File: src/rtl/qc_pkg.sv
package qc_pkg;
  typedef enum logic [1:0] {
    ST_RUN      = 2'd0,
    ST_REQ_WAIT = 2'd1,
    ST_QUIESCED = 2'd2,
    ST_WAKE     = 2'd3
  } qc_state_e;
endpackage

File: src/rtl/qc_sync.sv
module qc_sync #(
  parameter int unsigned STAGES = 2
) (
  input  logic clk_i,
  input  logic rst_ni,
  input  logic d_i,
  output logic q_o
);
  generate
    if (STAGES == 0) begin : g_bypass
      assign q_o = d_i;
    end else begin : g_flops
      logic [STAGES-1:0] chain_q;
      always_ff @(posedge clk_i or negedge rst_ni) begin
        if (!rst_ni) chain_q <= '0;
        else if (STAGES == 1) chain_q <= d_i;
        else chain_q <= {chain_q[STAGES-2:0], d_i};
      end
      assign q_o = chain_q[STAGES-1];
    end
  endgenerate
endmodule

File: src/rtl/qc_fsm.sv
module qc_fsm
  import qc_pkg::*;
(
  input  logic clk_i,
  input  logic rst_ni,
  input  logic lp_req_i,
  input  logic sleep_sel_i,
  input  logic qack_s_i,
  input  logic wake_i,
  output logic qreq_o,
  output logic snoop_en_o,
  output logic lp_nap_o,
  output logic lp_sleep_o
);
  qc_state_e state_q, state_d;
  logic      sleep_q;

  always_comb begin
    state_d = state_q;
    unique case (state_q)
      ST_RUN:      if (lp_req_i) state_d = ST_REQ_WAIT;
      // withdrawal outranks acknowledge
      ST_REQ_WAIT: if (!lp_req_i) state_d = ST_RUN;
                   else if (qack_s_i) state_d = ST_QUIESCED;
      ST_QUIESCED: if (wake_i) state_d = ST_WAKE;
      ST_WAKE:     if (!qack_s_i) state_d = ST_RUN;
      default:     state_d = ST_RUN;
    endcase
  end

  always_ff @(posedge clk_i or negedge rst_ni) begin
    if (!rst_ni) begin
      state_q <= ST_RUN;
      sleep_q <= 1'b0;
    end else begin
      state_q <= state_d;
      if (state_q == ST_RUN && lp_req_i) sleep_q <= sleep_sel_i;
    end
  end

  assign qreq_o     = (state_q == ST_REQ_WAIT) || (state_q == ST_QUIESCED);
  assign snoop_en_o = (state_q != ST_QUIESCED);
  assign lp_nap_o   = (state_q == ST_QUIESCED) && !sleep_q;
  assign lp_sleep_o = (state_q == ST_QUIESCED) && sleep_q;


  qreq_rise_chk: assert property (@(posedge clk_i) disable iff (!rst_ni)
    $rose(qreq_o) |-> $past(lp_req_i) && snoop_en_o);


  lp_entry_chk: assert property (@(posedge clk_i) disable iff (!rst_ni)
    $rose(lp_nap_o || lp_sleep_o) |-> $past(qack_s_i) && $past(qreq_o));


  snoop_off_chk: assert property (@(posedge clk_i) disable iff (!rst_ni)
    $fell(snoop_en_o) |-> qreq_o && $past(qreq_o));


  withdraw_chk: assert property (@(posedge clk_i) disable iff (!rst_ni)
    (state_q == ST_REQ_WAIT && !lp_req_i) |=> !qreq_o && !lp_nap_o && !lp_sleep_o);


  wake_chk: assert property (@(posedge clk_i) disable iff (!rst_ni)
    ((lp_nap_o || lp_sleep_o) && wake_i) |=> !qreq_o && snoop_en_o);


  mode_onehot_chk: assert property (@(posedge clk_i) disable iff (!rst_ni)
    $onehot0({lp_nap_o, lp_sleep_o}));


  mode_hold_chk: assert property (@(posedge clk_i) disable iff (!rst_ni)
    (lp_sleep_o && $past(lp_nap_o || lp_sleep_o)) |-> $past(lp_sleep_o));
endmodule

File: src/rtl/quiesce_ctrl.sv
module quiesce_ctrl #(
  parameter int unsigned SYNC_STAGES = 2
) (
  input  logic clk_i,
  input  logic rst_ni,
  input  logic lp_req_i,
  input  logic sleep_sel_i,
  input  logic qack_i,
  input  logic wake_i,
  output logic qreq_o,
  output logic snoop_en_o,
  output logic lp_nap_o,
  output logic lp_sleep_o
);
  logic qack_s;

  qc_sync #(.STAGES(SYNC_STAGES)) u_qack_sync (
    .clk_i  (clk_i),
    .rst_ni (rst_ni),
    .d_i    (qack_i),
    .q_o    (qack_s)
  );

  qc_fsm u_fsm (
    .clk_i       (clk_i),
    .rst_ni      (rst_ni),
    .lp_req_i    (lp_req_i),
    .sleep_sel_i (sleep_sel_i),
    .qack_s_i    (qack_s),
    .wake_i      (wake_i),
    .qreq_o      (qreq_o),
    .snoop_en_o  (snoop_en_o),
    .lp_nap_o    (lp_nap_o),
    .lp_sleep_o  (lp_sleep_o)
  );
endmodule

File: config.mk
export PLATFORM = sky130hd
export DESIGN_NAME = quiesce_ctrl
export DESIGN_NICKNAME = d
export VERILOG_FILES = /design/src/rtl/qc_pkg.sv /design/src/rtl/qc_sync.sv /design/src/rtl/qc_fsm.sv /design/src/rtl/quiesce_ctrl.sv
export SDC_FILE = /design/constraint.sdc
export NUM_CORES = 1
export LEC_CHECK = 0
export ABC_AREA = 1
export BUFFER_PORTS_ARGS = -buffer_cell sky130_fd_sc_hd__buf_4
export CORE_AREA = 2 2 39 41
export DETAILED_ROUTE_END_ITERATION = 12
export DIE_AREA = 0 0 41 43
export SKIP_CTS_REPAIR_TIMING = 1
export SLEW_MARGIN = 30
export SYNTH_ARGS = -nofsm -noshare
export SYNTH_HDL_FRONTEND = slang
export SYNTH_SLANG_ARGS = --single-unit
File: constraint.sdc
create_clock -name clk_i -period 1.3 [get_ports clk_i]
set_input_delay 0.13 -clock clk_i [delete_from_list [all_inputs] [get_ports clk_i]]
set_output_delay 0.13 -clock clk_i [all_outputs]
set_load 0.02 [all_outputs]
==> reports/results.txt <==
status: finished, violations left
failing checks: negative setup slack
Rel. slew slack: 86.5%
max-cap violation count: 0
total track usage: 7.40%
Buf/Inv on CP: 3
DP Worst Slack: -0.0108 ns
FMAX: 0.764 GHz
H-tree levels: 1
Synth Cell Area: 295 sq um
Worst Tran Pin Value: 0.203 ns
slowest CP cell: dfrtp_2
port bufs: 9
final WL: 577 um
register area share after synthesis: 42.4%
CTS buffer count: 3
largest family of logic cells by synthesized area: simple AND/OR/NAND/NOR gates
first-pass GRT wire length: 890 um
post-layout min period: 1.31 ns
synthesized flop and latch total: 5
largest net degree at the start of global routing: 7
DRT iter0 DRCs: 0
synthesis-to-layout area growth: 74.6%
Tcrit/Tclk final: 101%
Critical Path Most Common Cell: buf_6
worst endpoint required time: 1.17 ns
die area: 1760 sq um
endpoints failing hold: 0
Max stage delay on crit path: 0.44 ns
TritonCTS clock tree: built
max-slew violation count: 0
post-synthesis mux area share: 0%
Synth top area share: 42.4%
count leader, synth: inv_1
gp weighted congestion: 0.672
wire per inst: 8.01 um
Main synth FF type: dfrtp_1
Syn Area/Cell: 8.20 sq um
Worst-path clk slew: 0.04 ns
post-synthesis compound-gate area fraction: 5.51%
Die W: 41 um
drt pass-1 iters: 1
Hold Crit Class: in -> reg
worst skew pair latency: 0.24 ns
Initial Utilization: 21.3%
CP Data Arrival Time: 1.18 ns
placed inst area: 405 sq um
CTS Buffer Depth: 2
Synth top cells by count: 7 x inv_1, 6 x nand2_1, 5 x dfrtp_1, 4 x ha_1, 4 x nor2_1
PwrDens: 1900 nW/um^2
Design Power: 980 uW
Async SR Flop Fraction: 100%
Synth Net Count: 46
Post-synth EDFFs: 0
startpoint types: flop
crit-path leading delay family: flip-flops
Site Rows: 14
top post-synthesis cells by area: dfrtp_1 42%, ha_1 17%, inv_1 8.9%, nand2_1 7.6%, nor2_2 6.4%
dominant cell type by area after synthesis: dfrtp_1
critical path capture point type: output pin
Final WS setup: -0.00844 ns
Ports: 10
via count: 279
Cell Chain, Critical Path: ha_4, buf_6, nand2_2, inv_2, buf_6
fill count: 140
vias in the first global route: 246
cell count after synthesis: 36
vias per cell: 3.88
Lkg Pwr: 0.000266 uW
maximum vdd ir drop: 0.904 mV
post-route cell area: 515 sq um
n_diodes: 0
nets: 67
Setup CP Type: reg -> out
crit-path max FO: 4
Detailed Place HPWL: 417 um
Final Setup Violations: 1
layout cells sized above 1: 58.9%
number of clock sinks: 5
CORE AREA: 1380 sq um
RSZ-0062 raised after global routing: true
remaining global-route overflow: 0
XOR/XNOR Fraction of Synth Area: 0%
post-route antenna net violation count: 0
Synth Area in Simple Gates: 25.0%
post-synth cell types: 13
post-synthesis adder-cell area fraction: 16.9%
initial antenna violation count: 0
clock root cell: clkbuf_4
die height: 43 um
Clock Skew: 0.00214 ns
DR DRC count: 0
Synth warnings: 0
[layer usage]
| metal | track usage, % | wire length (um) |
|---|---|---|
| met1 | 10.3 | 262 |
| met2 | 10.3 | 287 |
| met3 | 0 | 27 |
| met4 | 6.00 | 0 |
| met5 | 0 | 0 |
[cell usage in the layout (no fill, tap or decap), drive strengths merged]
cell type     n
a21oi         1
a31oi         1
buf          14
clkbuf        4
dfrtp         5
dlygate4sd3   2
ha            4
inv           8
nand2         7
nand3         1
nand4         1
nor2          7
o21ai         1
[area by class of cell]
class	count	area, sq um	area share [%]
Timing Repair Buffer	16	136	26.5
Tap cell	16	20.0	3.88
Clock buffer	4	26.3	5.10
Sequential cell	5	128	24.8
Multi-Input combinational cell	23	175	34.0
Inverter	8	30.0	5.83
[cell families after synthesis]
group,Yosys count
compound gates,3
simple gates,16
flops,5
fa+ha+maj,4
buf+inv,8
[final timing paths]
kind                                           startpoint                        endpoint  slack (ns)  cells past startpoint
setup / recovery                                     flop                      lp_sleep_o      -0.008                      5
hold / removal                                   lp_req_i                   u_fsm.sleep_q        0.11                      2
setup reg to reg                         u_fsm.state_q[0]                u_fsm.state_q[0]        0.04                      8
hold reg to reg            u_qack_sync.g_flops.chain_q[0]  u_qack_sync.g_flops.chain_q[1]        0.34                      0
max in group asynchronous                          rst_ni                u_fsm.state_q[0]        0.96                      2
min in group asynchronous                          rst_ni                       async pin        0.22                      2
[worst reg2reg max path: cells and delay by family, from the launching register on]
family,cells,cell delay [ns]
flip-flops,1,0.42
AND/OR/NAND/NOR,4,0.30
AO/OA/AOI/OAI,1,0.06
buffers and inverters,2,0.18
adder cells (fa/ha/maj),1,0.18
[power by group]
| group | switching, uW | internal, uW |
|---|---|---|
| Sequential | 62.8 | 206 |
| Clock | 60.4 | 116 |
| Combinational | 270 | 265 |
| Total | 394 | 587 |
[through the flow]
step	setup TNS, ns	utilization [%]	hold WS (ns)	cells
floorplan	0	-	-0.166	36
global placement	0	29.3	-0.0683	64
detailed placement	-0.0108	29.3	-0.0670	64
CTS	-0.579	31.2	-0.329	68
global route	-0.137	37.3	0.136	72
finish	-0.00844	37.3	0.110	72
No activity file was read; power rests on OpenSTA's default activity.
